File: src/rtl/led_plane_scan.sv
module led_plane_scan #(
  parameter int ROWS = 8,
  parameter int COLS = 16,
  parameter int AW = 8,
  parameter int DWELL_W = 12,
  parameter int DWELL_RST = 3,
  parameter logic [AW-1:0] CFG_ADDR = 8'h0D,
  parameter logic [AW-1:0] DWELL_ADDR = 8'h0E,
  parameter logic [AW-1:0] MEM_BASE = 8'h20
) (
  input  logic            clk,
  input  logic            rst,
  input  logic            reg_we,
  input  logic [AW-1:0]   reg_addr,
  input  logic [COLS-1:0] reg_wdata,
  output logic [ROWS-1:0] row_drv,
  output logic [ROWS-1:0] row_oe,
  output logic [COLS-1:0] col_drv,
  output logic [COLS-1:0] col_oe
);
  localparam int RW = $clog2(ROWS);
  localparam int PLANES = 4;

  logic [7:0]         cfg, cfg_d;
  logic [DWELL_W-1:0] dwell, cnt;
  logic [RW-1:0]      row;
  logic [1:0]         sh_plane;
  logic               sh_inv;
  logic [COLS-1:0]    mem [PLANES][ROWS];

  wire cfg_hit   = reg_we && reg_addr == CFG_ADDR;
  wire dwell_hit = reg_we && reg_addr == DWELL_ADDR;
  wire mem_hit   = reg_we && reg_addr[AW-1:RW+2] == MEM_BASE[AW-1:RW+2]
                   && int'(reg_addr[RW-1:0]) < ROWS;

  assign cfg_d = cfg_hit ? reg_wdata[7:0] : cfg;

  wire       run       = cfg[0];
  wire [1:0] pick      = {cfg_d[3] & ~cfg_d[7], cfg_d[2]};
  wire       last_tick = cnt >= dwell;
  wire       last_row  = int'(row) == ROWS - 1;
  wire       wrap      = run && last_tick && last_row;

  logic unused_cfg_bits;
  assign unused_cfg_bits = ^cfg[6:4];

  always_ff @(posedge clk) begin
    if (rst) begin
      cfg      <= '0;
      dwell    <= DWELL_W'(DWELL_RST);
      cnt      <= '0;
      row      <= '0;
      sh_plane <= '0;
      sh_inv   <= 1'b0;
    end else begin
      cfg <= cfg_d;
      if (dwell_hit) dwell <= reg_wdata[DWELL_W-1:0];
      if (run) begin
        if (last_tick) begin
          cnt <= '0;
          row <= last_row ? '0 : row + 1'b1;
        end else begin
          cnt <= cnt + 1'b1;
        end
      end
      if (!run || wrap) begin
        sh_plane <= pick;
        sh_inv   <= cfg_d[1];
      end
    end
  end

  always_ff @(posedge clk) begin
    if (mem_hit) mem[reg_addr[RW+1:RW]][reg_addr[RW-1:0]] <= reg_wdata;
  end

  assign row_drv = ROWS'(1) << row;
  assign col_drv = mem[sh_plane][row] ^ {COLS{sh_inv}};
  assign row_oe  = {ROWS{run}};
  assign col_oe  = {COLS{run}};
endmodule


File: config.mk
export PLATFORM = sky130hd
export DESIGN_NAME = led_plane_scan
export DESIGN_NICKNAME = d
export VERILOG_FILES = /design/src/rtl/led_plane_scan.sv
export SDC_FILE = /design/constraint.sdc
export NUM_CORES = 1
export LEC_CHECK = 0
export ABC_AREA = 1
export BUFFER_PORTS_ARGS = -buffer_cell sky130_fd_sc_hd__buf_2
export CORE_ASPECT_RATIO = 1.2
export CORE_UTILIZATION = 30
export DETAILED_ROUTE_END_ITERATION = 8
export PLACE_DENSITY = 0.54
export SLEW_MARGIN = 20
export SYNTH_ARGS = -nofsm -noshare
export SYNTH_HDL_FRONTEND = slang
export SYNTH_SLANG_ARGS = --single-unit
File: constraint.sdc
create_clock -name clk -period 3.4 [get_ports clk]
set_input_delay 0.34 -clock clk [delete_from_list [all_inputs] [get_ports clk]]
set_output_delay 0.34 -clock clk [all_outputs]
set_load 0.1 [all_outputs]
## After elaboration in Yosys (flattened, before gate mapping)

Memory sizes are Yosys's and may differ from the RTL's. A register that Yosys moved wholly into a read port is not among the register bits.
Cells that the tools add are included.

- Add/sub/neg operators: 2
- Magnitude comparators: 4
- Equal/unequal tests: 4
- Shifts and indexed selects: 1
- Mux-type cells: 12
- Bitwise operators: 5
- Reduce and logical (&&, ||, !) cells: 9

Operator list:

| cell | count |
|---|---|
| 128-bit two-way mux | 1 |
| 16-bit binary-select mux with 3-bit select | 1 |
| 16-bit demux with 3-bit select | 1 |
| 16-bit two-way mux | 3 |
| 8-bit by 4-bit == test with 1-bit output (second input constant) | 2 |
| 16-bit bitwise XOR | 1 |
| 12-bit by 1-bit adder with 12-bit output (second input constant) | 1 |
| 12-bit >= comparator | 1 |
| 12-bit two-way mux | 1 |
| 4-bit >= comparator (second input constant) | 2 |
| 8-bit two-way mux | 1 |
| 3-bit inverter with 4-bit output | 2 |
| 1-bit by 3-bit << shifter with 8-bit output (first input constant) | 1 |
| 3-bit by 1-bit == test with 1-bit output (second input constant) | 2 |
| 1-bit logical AND | 6 |
| 4-bit by 1-bit less-than comparator with 1-bit output (second input constant) | 1 |
| 2-bit two-way mux | 2 |
| 3-bit by 1-bit adder with 3-bit output (second input constant) | 1 |
| 3-bit two-way mux | 1 |
| 2-bit AND reduction | 1 |
| 1-bit bitwise AND | 1 |
| 1-bit logical NOT | 1 |
| 1-bit logical OR | 1 |
| 1-bit two-way mux | 1 |
| 1-bit inverter | 1 |

- Register bits after elaboration: 38
- RAM bits: 512
- Input port bits: 27
- Logic and storage cells: 45
- Memories: 1

Memory list:

| name | depth | bits a word | read ports | clocked after memory_dff | wr ports | RTL line | text |
|---|---|---|---|---|---|---|---|
| mem | 4 | 128 | 1 | 1 | 1 | 29 | `logic [COLS-1:0] mem [PLANES][ROWS];` |

## Longest topological paths before layout

- Depth after elaboration: 7
- Mapped depth: 14
- Gate-level depth less buffers: 14

## Worst setup path after synthesis

No wires, ideal clock.

- Kind: reg-to-output
- From: reg row[0]
- To: out row_drv[0]
- Data arrival time: 2.229 ns
- Data required time: 3.060 ns
- Slack: 0.831 ns
- Stages on the path, launching flop included: 7
- Path buffers: 2
- Path through: dfxtp_1 > inv_1 > buf_2 > buf_2 > ha_1 > inv_1 > nor2_1

- Longest elaborated chain between the ends: 1

Ends and longest elaborated chain:

| item | RTL line | text |
|---|---|---|
| from (decl) | 26 | `logic [RW-1:0] row;` |
| from (signal assigned) | 61 | `row <= last_row ? '0 : row + 1'b1;` |
| 1-bit by 3-bit << shifter with 8-bit output | 77 | `assign row_drv = ROWS'(1) << row;` |
| to (decl) | 16 | `output logic [ROWS-1:0] row_drv,` |

Every way passes these cells.

==> metrics.cfg <==
[routing]
drcViolationCount = 0
via_per_inst = 4.79
wl_per_cell_um = 20.1
drt_iter0_markers = 1424
first_pass_iters = 5
vias = 15700
wirelength_um = 65900
postRouteAntennaNets = 0

[die]
die_h_um = 308
dieArea_sq_um = 79300
start_util_pct = 30.5
pin_count = 75
core_area_sq_um = 76900
die-width_um = 257
rows = 111

[yosys]
synth-seq-cells = 549
synthTopCellsByCount = nand2_1, edfxtp_1, nand3_1
synth_cells = 2172
avgSynthCellArea_sq_um = 10.8
synth_edf_count = 512
ys_types = 29
synth_most_common_cell = nand2_1
yosys_warnings = 0
synth_top_area_share_pct = 65.5
synth.net_count = 2218
synth_seq_area_share_pct = 68.7
synth_async_sr_flop_share_pct = 0
yosysTopAreaCell = edfxtp_1
syn_area_sq_um = 23500
synthFlopType = edfxtp_1
yosys-top-cells-area = edfxtp_1, nand2_1, nand3_1, dfxtp_1, inv_1

[setup_path]
path_cells = inv_6, buf_12, buf_12, nand2_1, nand3_1, nand3_1, nand2_1, nand2_1, nand3_1, nand3_1, nand2_1, buf_12
cp.arrival_ns = 2.89
cp-start-kind = flop
required_ns = 3.06
cp-end-kind = output pin
max_stage_delay_ns = 0.40
worstSetupPathType = reg -> out
critPathMaxFanout = 58
critPathSlowestCell = dfxtp_4

[finish]
syn2layout_area_growth_pct = 13.7
fin_util_pct = 34.7
fin_cells = 3275
nFillCells = 7672
drive_gt1_share_pct = 10.4
num_antenna_cells = 0
layout.nets = 2264

[grt]
grt_usage_pct = 16.3
grt_pass1_wl_um = 97100
grt_overflow = 0
antenna_found_initial = 1
grt_pass1_vias = 15300
grt_max_degree = 183

[run]
cap_violations = 0

[placement]
port-buffer-count = 74
dp_hpwl_um = 36900
gp_congestion = 0.832
dp.cells = 3179

[clocking]
cts_tree = done
post_cts_buffers = 0
insertion_delay_ns = 0.59
cts-root-buf = clkbuf_16
cts_made_buffers = 52
h-tree-depth = 2
clk_pin_slew_worst_paths_ns = 0.06
cts.path.max_buffers = 3
clock_sinks = 549

[timing]
finalCritPeriodShare_pct = 94.9
finalSetupTns_ns = 0
fmax_mhz = 310
drv_slew = 0
whs_ns = 0.305
clock_skew_ns = 0.00763
tightest_slew_ns = 0.846
min_period_ns = 3.23
setup_violations = 0
rsz0062_at_grt = no
slew_headroom_pct = 43.6
hold_viol = 0

[run_status]
status = finished clean

[power]
power_density_nw_per_um2 = 500
power.total_mw = 13.3
peakVddDrop_mv = 0.322
leakage_nw = 10.0

[hold_path]
hold_class = in -> reg

==> worst max-delay path: cells and delay by family, from the launching register on <==
kind | cells | cell delay (ns)
DFF | 1 | 0.40
and+or+nand+nor | 8 | 0.85
buffers and inverters | 4 | 0.97
==> area by class of cell <==
type | instances | area, sq um | share of cell area (%)
Timing Repair Buffer | 134 | 1220 | 4.57
Tap cell | 1017 | 1270 | 4.77
Clock buffer | 68 | 1400 | 5.26
Clock inverter | 26 | 229 | 0.859
Multi-Input combinational cell | 1378 | 6020 | 22.6
Inverter | 103 | 394 | 1.48
Sequential cell | 549 | 16100 | 60.5
==> metrics by stage <==
stage          area, sq um  worst slack (ns)
2_1_floorplan        23500             0.831
3_3_place_gp         25000             0.759
3_5_place_dp         25000             0.743
4_1_cts              26600             0.104
5_1_grt              26700           0.00753
6_report             26700             0.175
==> path summary, 6_finish.rpt <==
path	start	to	slack, ns	cells past startpoint
setup / recovery	flop	col_drv[12]	0.17	12
hold / removal	reg_we	dwell[1]	0.30	4
setup reg to reg	row[1]	flop	1.37	7
hold reg to reg	dwell[9]	dwell[9]	0.46	2
==> metal layers <==
layer / wire length, um / up-vias / track usage [%]
met3: 3230 / 103 / 1.89
li1: - / 7433 / -
met5: 8 / - / 0
met2: 33700 / 400 / 29.2
met1: 27300 / 7762 / 20.4
met4: 1650 / 2 / 5.37
==> cell families (layout without fill, tap and decap cells) <==
logic type / count (synthesis) / in the layout / share of synthesized area (%)
adders and majority gates: 19 / 19 / 1.01
DFF: 549 / 549 / 68.7
and+or+nand+nor: 1304 / 1304 / 23.2
xor gates and xnor gates: 5 / 5 / 0.187
AOI/OAI and AO/OA: 50 / 50 / 1.10
buffers and inverters: 245 / 331 / 5.85
==> power breakdown <==
group          leakage [nW]  internal, mW  switching [mW]
registers              4.90          7.39         0.00333
logic                  4.34        0.0362           0.201
clock network         0.793          3.20            2.50
total                  10.0          10.6            2.70
==> placed cells by master, fill, tap and decap left out, types with 19 or more instances in the layout <==
cell type	synthesis	routed
a21oi_1	22	22
buf_12	1	25
buf_2	44	58
buf_4	41	47
clkbuf_16	0	54
dfxtp_1	37	34
edfxtp_1	512	512
ha_1	19	19
inv_1	96	95
nand2_1	799	799
nand3_1	402	402
nor2_1	94	73
nor2_2	1	22
o21ai_0	24	24
==> state kept, by name, summed over array words and instances (netlist names), named ones only <==
name	count
mem	512
row	3
sh_plane	2
dwell	12
cfg	5
cnt	12
sh_inv	1
==> timing repair <==
item | in CTS | in global routing
hold endpoints to repair | 1 | 0
endpoints found under the setup margin | 0 | 4
hold buffers | 1 | 0
gates resized for setup | 0 | 2
No activity file was read; power rests on OpenSTA's default activity.
